$ cat config.mk
export PLATFORM = sky130hd
export DESIGN_NAME = irq_bank_ctrl
export DESIGN_NICKNAME = d
export VERILOG_FILES = /design/src/rtl/irq_bank_pkg.sv /design/src/rtl/irq_line_status.sv /design/src/rtl/prio_arbiter.sv /design/src/rtl/irq_decision.sv /design/src/rtl/irq_bank_ctrl.sv
export SDC_FILE = /design/constraint.sdc
export NUM_CORES = 2
export LEC_CHECK = 0
export ABC_AREA = 0
export CAP_MARGIN = 20
export CORE_ASPECT_RATIO = 1.25
export CORE_MARGIN = 2
export CORE_UTILIZATION = 65
export CTS_CLUSTER_DIAMETER = 30
export DETAILED_ROUTE_END_ITERATION = 12
export DONT_BUFFER_PORTS = 1
export PLACE_DENSITY = 0.81
export REMOVE_ABC_BUFFERS = 1
export SYNTH_ARGS = -nofsm -noshare
export SYNTH_HDL_FRONTEND = slang
export SYNTH_SLANG_ARGS = --single-unit
$ cat constraint.sdc
create_clock -name clk -period 144.2 [get_ports clk]
set_input_delay 14.42 -clock clk [delete_from_list [all_inputs] [get_ports clk]]
set_output_delay 14.42 -clock clk [all_outputs]
set_load 0.005 [all_outputs]
$ cat src/rtl/irq_bank_pkg.sv
package irq_bank_pkg;
  localparam int PRIO_W = 5;

  localparam logic [7:0] OFS_STATUS   = 8'h00;
  localparam logic [7:0] OFS_MASK     = 8'h04;
  localparam logic [7:0] OFS_IRQ_WIN  = 8'h10;
  localparam logic [7:0] OFS_FIQ_WIN  = 8'h14;
  localparam logic [7:0] OFS_CTRL     = 8'h18;
  localparam logic [7:0] OFS_CFG_BASE = 8'h1C;
  localparam logic [7:0] OFS_GMASK    = 8'hA0;

  // Per-line configuration word: priority in 6:2, edge select in 1, fast route in 0
  typedef struct packed {
    logic [PRIO_W-1:0] prio;
    logic              edge_trig;
    logic              to_fiq;
  } line_cfg_t;
endpackage

$ cat src/rtl/irq_line_status.sv
module irq_line_status #(
  parameter int NUM_LINES = 32
) (
  input  logic                 clk,
  input  logic                 rst,
  input  logic [NUM_LINES-1:0] src,
  input  logic [NUM_LINES-1:0] edge_mode,
  input  logic [NUM_LINES-1:0] clr_edge,
  input  logic                 wr_status,
  input  logic [NUM_LINES-1:0] wr_data,
  output logic [NUM_LINES-1:0] status
);
  logic [NUM_LINES-1:0] src_q, src_qq, edge_lat;

  always_ff @(posedge clk) begin
    if (rst) begin
      src_q  <= '0;
      src_qq <= '0;
    end else begin
      src_q  <= src;
      src_qq <= src_q;
    end
  end

  for (genvar i = 0; i < NUM_LINES; i++) begin : g_line
    always_ff @(posedge clk) begin
      if (rst)
        edge_lat[i] <= 1'b0;
      else if (edge_mode[i] && src_q[i] && !src_qq[i])
        edge_lat[i] <= 1'b1;
      else if (clr_edge[i] || (wr_status && !wr_data[i]))
        edge_lat[i] <= 1'b0;
    end
    assign status[i] = edge_mode[i] ? edge_lat[i] : src_q[i];
  end
endmodule

$ cat src/rtl/prio_arbiter.sv
module prio_arbiter #(
  parameter int NUM_LINES = 32,
  parameter int PRIO_W    = 5,
  localparam int LINE_W   = $clog2(NUM_LINES)
) (
  input  logic [NUM_LINES-1:0]             cand,
  input  logic [NUM_LINES-1:0][PRIO_W-1:0] prio,
  output logic                             found,
  output logic [LINE_W-1:0]                win_id
);
  logic [PRIO_W-1:0] best;

  // Strict less-than keeps the lower index on equal priority
  always_comb begin
    found  = 1'b0;
    win_id = '0;
    best   = '1;
    for (int i = 0; i < NUM_LINES; i++) begin
      if (cand[i] && (!found || prio[i] < best)) begin
        found  = 1'b1;
        best   = prio[i];
        win_id = LINE_W'(i);
      end
    end
  end
endmodule

$ cat src/rtl/irq_decision.sv
module irq_decision #(
  parameter int LINE_W = 5
) (
  input  logic              clk,
  input  logic              rst,
  input  logic              enable,
  input  logic              found,
  input  logic [LINE_W-1:0] pick,
  input  logic              ack,
  output logic              active,
  output logic [LINE_W-1:0] id
);
  always_ff @(posedge clk) begin
    if (rst) begin
      active <= 1'b0;
      id     <= '0;
    end else if (ack) begin
      active <= 1'b0;
    end else if (!active && enable && found) begin
      active <= 1'b1;
      id     <= pick;
    end
  end
endmodule

$ cat src/rtl/irq_bank_ctrl.sv
module irq_bank_ctrl
  import irq_bank_pkg::*;
#(
  parameter int NUM_LINES = 32,
  parameter int ADDR_W    = 8,
  parameter int DATA_W    = 32,
  parameter bit FIQ_EN    = 1'b1
) (
  input  logic                 clk,
  input  logic                 rst,
  input  logic                 bus_wr,
  input  logic                 bus_rd,
  input  logic [ADDR_W-1:0]    bus_addr,
  input  logic [DATA_W-1:0]    bus_wdata,
  output logic [DATA_W-1:0]    bus_rdata,
  input  logic [NUM_LINES-1:0] irq_src,
  output logic                 irq_out,
  output logic                 fiq_out
);
  localparam int LINE_W  = $clog2(NUM_LINES);
  localparam int CFG_END = int'(OFS_CFG_BASE) + 4 * NUM_LINES;
  localparam int CFG_W   = $bits(line_cfg_t);
  localparam logic [ADDR_W-1:0] A_STATUS  = ADDR_W'(OFS_STATUS);
  localparam logic [ADDR_W-1:0] A_MASK    = ADDR_W'(OFS_MASK);
  localparam logic [ADDR_W-1:0] A_IRQ_WIN = ADDR_W'(OFS_IRQ_WIN);
  localparam logic [ADDR_W-1:0] A_FIQ_WIN = ADDR_W'(OFS_FIQ_WIN);
  localparam logic [ADDR_W-1:0] A_CTRL    = ADDR_W'(OFS_CTRL);
  localparam logic [ADDR_W-1:0] A_CFG     = ADDR_W'(OFS_CFG_BASE);
  localparam logic [ADDR_W-1:0] A_GMASK   = ADDR_W'(OFS_GMASK);

  line_cfg_t                        cfg_q [NUM_LINES];
  logic [NUM_LINES-1:0]             mask_q;
  logic                             gmask_r;
  logic [NUM_LINES-1:0]             status, pending, irq_cand, fiq_cand;
  logic [NUM_LINES-1:0]             edge_mode, to_fiq, clr_edge;
  logic [NUM_LINES-1:0][PRIO_W-1:0] prio_v;
  logic                             cfg_hit, ack_irq, ack_fiq, wr_status;
  logic [ADDR_W-1:0]                cfg_off;
  logic [LINE_W-1:0]                cfg_idx;
  logic                             irq_found, fiq_found, irq_active, fiq_active;
  logic [LINE_W-1:0]                irq_pick, fiq_pick, irq_id, fiq_id;
  logic                             unused_bits;

  // Address decode
  assign cfg_hit   = (int'(bus_addr) >= int'(OFS_CFG_BASE)) && (int'(bus_addr) < CFG_END)
                     && (bus_addr[1:0] == 2'b00);
  assign cfg_off   = bus_addr - A_CFG;
  assign cfg_idx   = cfg_off[LINE_W+1:2];
  assign ack_irq   = bus_wr && (bus_addr == A_CTRL) && bus_wdata[0];
  assign ack_fiq   = bus_wr && (bus_addr == A_CTRL) && bus_wdata[1];
  assign wr_status = bus_wr && (bus_addr == A_STATUS);
  assign unused_bits = ^cfg_off;

  // Per-line configuration words
  for (genvar i = 0; i < NUM_LINES; i++) begin : g_cfg
    always_ff @(posedge clk) begin
      if (rst)
        cfg_q[i] <= '0;
      else if (bus_wr && cfg_hit && (cfg_idx == LINE_W'(i)))
        cfg_q[i] <= '{prio:      bus_wdata[CFG_W-1:2],
                      edge_trig: bus_wdata[1],
                      to_fiq:    FIQ_EN ? bus_wdata[0] : 1'b0};
    end
    assign edge_mode[i] = cfg_q[i].edge_trig;
    assign to_fiq[i]    = cfg_q[i].to_fiq;
    assign prio_v[i]    = cfg_q[i].prio;
  end

  // Mask and global mask
  always_ff @(posedge clk) begin
    if (rst) begin
      mask_q  <= '1;
      gmask_r <= 1'b1;
    end else if (bus_wr) begin
      if (bus_addr == A_MASK)  mask_q  <= bus_wdata[NUM_LINES-1:0];
      if (bus_addr == A_GMASK) gmask_r <= bus_wdata[0];
    end
  end

  // Edge latches released by the acknowledge of the line they won for
  always_comb begin
    clr_edge = '0;
    if (ack_irq && irq_active) clr_edge[irq_id] = 1'b1;
    if (ack_fiq && fiq_active) clr_edge[fiq_id] = 1'b1;
  end

  irq_line_status #(.NUM_LINES(NUM_LINES)) u_status (
    .clk(clk), .rst(rst), .src(irq_src), .edge_mode(edge_mode),
    .clr_edge(clr_edge), .wr_status(wr_status),
    .wr_data(bus_wdata[NUM_LINES-1:0]), .status(status)
  );

  assign pending  = status & ~mask_q;
  assign irq_cand = pending & ~to_fiq;
  assign fiq_cand = pending & to_fiq;

  prio_arbiter #(.NUM_LINES(NUM_LINES), .PRIO_W(PRIO_W)) u_irq_arb (
    .cand(irq_cand), .prio(prio_v), .found(irq_found), .win_id(irq_pick)
  );
  prio_arbiter #(.NUM_LINES(NUM_LINES), .PRIO_W(PRIO_W)) u_fiq_arb (
    .cand(fiq_cand), .prio(prio_v), .found(fiq_found), .win_id(fiq_pick)
  );

  irq_decision #(.LINE_W(LINE_W)) u_irq_dec (
    .clk(clk), .rst(rst), .enable(!gmask_r), .found(irq_found), .pick(irq_pick),
    .ack(ack_irq), .active(irq_active), .id(irq_id)
  );
  irq_decision #(.LINE_W(LINE_W)) u_fiq_dec (
    .clk(clk), .rst(rst), .enable(!gmask_r && FIQ_EN), .found(fiq_found),
    .pick(fiq_pick), .ack(ack_fiq), .active(fiq_active), .id(fiq_id)
  );

  assign irq_out = irq_active;
  assign fiq_out = fiq_active;

  // Registered read port
  always_ff @(posedge clk) begin
    if (rst) begin
      bus_rdata <= '0;
    end else if (bus_rd) begin
      bus_rdata <= '0;
      if (cfg_hit) begin
        bus_rdata <= DATA_W'(cfg_q[cfg_idx]);
      end else begin
        case (bus_addr)
          A_STATUS:  bus_rdata <= DATA_W'(status);
          A_MASK:    bus_rdata <= DATA_W'(mask_q);
          A_GMASK:   bus_rdata <= DATA_W'(gmask_r);
          A_IRQ_WIN: bus_rdata <= {irq_active, {(DATA_W-1-LINE_W){1'b0}}, irq_id};
          A_FIQ_WIN: bus_rdata <= {fiq_active, {(DATA_W-1-LINE_W){1'b0}}, fiq_id};
          default:   bus_rdata <= '0;
        endcase
      end
    end
  end
endmodule

* Word-level counts from Yosys, hierarchy flattened
Memory sizes are Yosys's and may differ from the RTL's. Cells that the tools add are included.
Word-level totals: register bits after elaboration 173, bits in writable memories 224, input bits 76, output and inout port bits 34, logic and storage cells 1078, memories 1
Cells by class: $add $sub $neg 1, $lt $le $gt $ge 68, eq/ne operators 36, muxes and demuxes 422, bitwise logic cells 40, reduce and logical (&&, ||, !) cells 469
Memory list:
- cfg_q | words 32, width 7, read ports 33, clocked after Yosys merged registers in 0, wr ports 32, line irq_bank_ctrl.sv:31 | line_cfg_t cfg_q [NUM_LINES];
Operators with widths (number):
- $mux 5 | 94
- $lt 5x5->1 | 62
- $mux 1 | 262
- $mux 7 | 32
- $logic_and 1x1->1 | 205
- $pmux 32 s5 | 1
- $logic_not 1->1 | 129
- $and 32x32->32 | 3
- $mux 32 | 3
- $logic_or 1x1->1 | 94
- $eq 5x5->1 const B | 16
- $mux 4 | 16
- $not 32->32 | 2
- $reduce_bool 2->1 | 32
- $eq 5x4->1 const B | 8
- $or 1x1->1 | 32
- $or 32x32->32 | 1
- $eq 8x5->1 const B | 3
- $mux 3 | 8
- $eq 5x3->1 const B | 4
- $lt 5x6->1 const B | 2
- $demux 1 s5 | 2
- $eq 5x2->1 const B | 2
- $ge 5x1->1 const B | 2
- other kinds (13) | 21

* Logic depth before layout (Yosys ltp)
An unclocked memory read counts as a cell.
depth after elaboration 131, gate-level depth with buffers 278, mapped depth without buffers 268

* Hierarchy
Synthesis repeated with hierarchy kept, for this count alone.
Unflattened totals: cell total of the unflattened synthesis 4351, area, all modules 36730.2 µm²
Modules (own cells, without submodules):
- irq_bank_ctrl | times used 1, cells an instance 1240, area an instance 14332.5 µm², sequential area each 8027.7 µm²
- prio_arbiter (u_fiq_arb) | times used 1, cells an instance 1444, area an instance 9844.4 µm², sequential area each 0.0 µm²
- prio_arbiter (u_irq_arb) | times used 1, cells an instance 1282, area an instance 8423.1 µm², sequential area each 0.0 µm²
- irq_line_status | times used 1, cells an instance 333, area an instance 3589.7 µm², sequential area each 1921.8 µm²
- irq_decision | times used 2, cells an instance 26, area an instance 270.3 µm², sequential area each 120.1 µm²

* Least setup slack after synthesis
OpenSTA, ideal clock, no wires.
path kind register to register, start point memory cfg_q[0][1] (netlist name), end point register u_irq_dec.id[3], library setup time 144 ps, arrival 47000 ps, setup slack 97056 ps, cell stages (with the launch flop) 260, path buffers 10, period minus slack after synthesis 47144 ps, cell sequence edfxtp_1 mux2i_1 or3_1 clkbuf_1 nor2_1 ha_1 and3b_1 a311oi_1 o21ai_1 nand2_1 nand2_1 a21oi_1 inv_1 ha_1 nand2_1 o311ai_1 a41o_1 a211oi_2 (+224 left out) o21ai_0 ha_1 a21o_1 a21o_1 a21oi_1 nand2_1 o21ai_0 and2_1 a31oi_2 mux2_1 ha_1 and4_1 a21oi_1 nand3b_1 o21ai_0 or2_2 a31oi_1 a41oi_1
RTL lines:
- from (decl) | line irq_bank_ctrl.sv:31
- to (signal assigned) | line irq_decision.sv:21 | id <= pick;
- to (decl) | line irq_decision.sv:11 | output logic [LINE_W-1:0] id

==> flow_metrics.env <==
export IMPL_fmax_mhz=17.9
export IMPL_r2r_start="cfg_q[0][1]"
export IMPL_wl_per_cell_um=26.1
export IMPL_wl_um=121000
export IMPL_layout_drive_gt1_share_pct=9.53
export IMPL_max_cap_violations=0
export IMPL_grt_max_degree=208
export IMPL_via_count=33340
export IMPL_crit_type="reg -> reg"
export IMPL_slew_violations=0
export IMPL_multiInputGateArea_um2=22500
export IMPL_critPathBufInv=16
export IMPL_die_area_um2=54300
export IMPL_rr_worst_depth=249
export IMPL_period_share_pct=38.8
export IMPL_cts_tree="built"
export IMPL_synth_warnings=0
export IMPL_synth_cells=4017
export IMPL_die_h_um=260
export IMPL_ys_types=133
export IMPL_cp_common_cell="ha_1"
export IMPL_skew_ns=0.0455
export IMPL_syn2layout_area_growth_pct=8.00
export IMPL_cts_hold_buf=0
export IMPL_p_leak_uw=0.0148
export IMPL_critPathCapture="u_irq_dec.id[4]"
export IMPL_synth_area_per_cell_um2=8.48
export IMPL_yosys_top_cells_count="nor2_1 (425), nand2_1 (398), and2_1 (281)"
export IMPL_max_stage_delay_ns=0.73
export IMPL_drtPass1Iterations=7
export IMPL_cts_buffer_depth=3
export IMPL_grt_setup_unrepaired="no"
export IMPL_drtIter0Drc=4010
export IMPL_setup_ws_ns=88.23
export IMPL_initial_core_util_pct=65.9
export IMPL_async_flop_share_pct=0
export IMPL_hold_path_class="reg -> reg"
export IMPL_cts_buffers=72
export IMPL_gr_total_overflow=0
export IMPL_powerDensity_nw_per_um2=9.23
export IMPL_crit_start="cfg_q[0][1]"
export IMPL_layout_nets=4132
export IMPL_yosys_most_used_dff="edfxtp_1"
export IMPL_post_place_ws_ns=89.27
export IMPL_stdcell_area_um2=36800
export IMPL_hold_start="u_status.src_qq[22]"
export IMPL_end_kind="flop"
export IMPL_reg2reg_to="u_irq_dec.id[4]"
export IMPL_core_area_um2=51700
export IMPL_num_rows=93
export IMPL_cts_clk_slew_worst_paths_ns=0.06
export IMPL_antenna_found_initial=5
export IMPL_route_detailed_drc=0
export IMPL_nFillCells=4059
export IMPL_worst_slew_pin_slew_ns=1.13
export IMPL_dp_hpwl_um=87600
export IMPL_synthDominantCellAreaShare_pct=19.7
export IMPL_grt_pass1_vias=31560
export IMPL_synth_edf_count=224
export IMPL_yosys_area_top_type="edfxtp_1"
export IMPL_worstPathArrival_ns=56.46
export IMPL_clock_sinks=397
export IMPL_fp_dieW_um=209
export IMPL_dpl_cell_area_um2=34200
export IMPL_grt_usage_pct=43.9
export IMPL_post_cts_setup_buffers=0
export IMPL_total_power_uw=340
export IMPL_floorplan_io_pins=110
export IMPL_syn_cell_area_um2=34100
export IMPL_vdd_drop_max_mv=0.0104
export IMPL_relSlewSlack_pct=24.5
export IMPL_yosysSeqAreaShare_pct=29.9
export IMPL_outcome="complete, no violations"
export IMPL_drt_vias_per_instance=7.17
export IMPL_antenna_left=0
export IMPL_ys_ff_latch=397
export IMPL_fin_util_pct=71.2
export IMPL_reg2reg_slack_ns=88.23
export IMPL_fin_crit_ns=55.97
export IMPL_grt_pass1_wl_um=184000
export IMPL_critPathSlowestCell="a211oi_2"
export IMPL_whs_path_depth=2
export IMPL_gp_congestion=1.02
export IMPL_final_setup_tns_ns=0
export IMPL_cp_depth=249
export IMPL_synth_most_common_cell="nor2_1"
export IMPL_path_delay_family="compound AO/OA/AOI/OAI gates"
export IMPL_cp_data_required_time_ns=144.69
export IMPL_ff_latch_area_um2=10200
export IMPL_clock_root_buffer="clkbuf_16"
export IMPL_setup_violations=0
export IMPL_cts_resized_gates=0
export IMPL_portBuffers=0
export IMPL_cp_max_fo=14
export IMPL_finalHoldViolCount=0
export IMPL_netlist_top_cells_area="edfxtp_1 (20%), dfxtp_1 (10%), and2_1 (5.2%), ha_1 (5.0%), nor2_1 (4.7%)"
export IMPL_htree_levels=3
export IMPL_startpoint_type="flop"
export IMPL_insertion_delay_ns=0.64
-- kinds of logic after synthesis --
family | count (synthesis) | synth area share [%]
DFF | 397 | 29.9
AOI/OAI and AO/OA | 1069 | 22.7
muxes | 260 | 10.4
xor gates and xnor gates | 23 | 0.591
and+or+nand+nor | 1731 | 26.0
buffers and inverters | 367 | 4.25
adders and majority gates | 170 | 6.01
-- per-stage QoR --
step                hold slack, ns  cells
floorplan                    0.456   3833
global placement             0.461   4509
detailed placement           0.472   4509
CTS                          0.475   4643
global route                 0.490   4646
finish                       0.478   4648
-- registers in the layout, indices dropped and copies added (netlist names) --
name	count
bus_rdata	32
cfg_q	224
gmask_r	1
mask_q	32
u_fiq_dec.active	1
u_fiq_dec.id	5
u_irq_dec.active	1
u_irq_dec.id	5
u_status.edge_lat	32
u_status.src_q	32
u_status.src_qq	32
-- placed cells by master (no fill, tap or decap), types with 73 or more instances in the layout --
cell       instances
a211oi_1          86
a21oi_1          221
and2_1           280
clkbuf_16         73
dfxtp_1          173
edfxtp_1         224
ha_1             136
inv_1            183
mux2i_1          138
nand2_1          398
nor2_1           425
nor2b_1          121
nor3_1            95
o21ai_0          167
-- worst min-delay path by stage --
stage                                 end  slack [ns]
finish              u_status.edge_lat[22]        0.48
global route        u_status.edge_lat[22]        0.49
CTS                 u_status.edge_lat[22]        0.48
detailed placement   u_status.edge_lat[2]        0.47
global placement     u_status.edge_lat[2]        0.46
floorplan              u_status.src_qq[1]        0.46
-- area by class of cell --
type / instances / area share (%)
Clock inverter: 57 / 1.79
Multi-Input combinational cell: 3253 / 61.0
Timing Repair Buffer: 12 / 0.245
Tap cell: 665 / 2.26
Clock buffer: 77 / 5.09
Inverter: 183 / 1.87
Sequential cell: 397 / 27.7
Antenna cell: 4 / 0.0272
-- tightest hold or removal path: stages, from the launching register on --
cell and delay, ns:
dfxtp_1 0.30, nand3b_1 0.09, nand2_1 0.04
-- routing by layer --
metal  routed length, µm  up-vias  global-route usage (%)
li1                    -    14811                       -
met4               11100        2                    34.3
met5                  13        -                       0
met1               42300    15660                    51.1
met2               54900     2198                    71.5
met3               12900      669                    8.54
-- where the power goes --
part | internal (µW) | switching (µW)
clock | 108 | 68.0
sequential | 125 | 8.86
combinational | 13.3 | 16.9
Note: power is estimated with default switching activity, not from simulation.
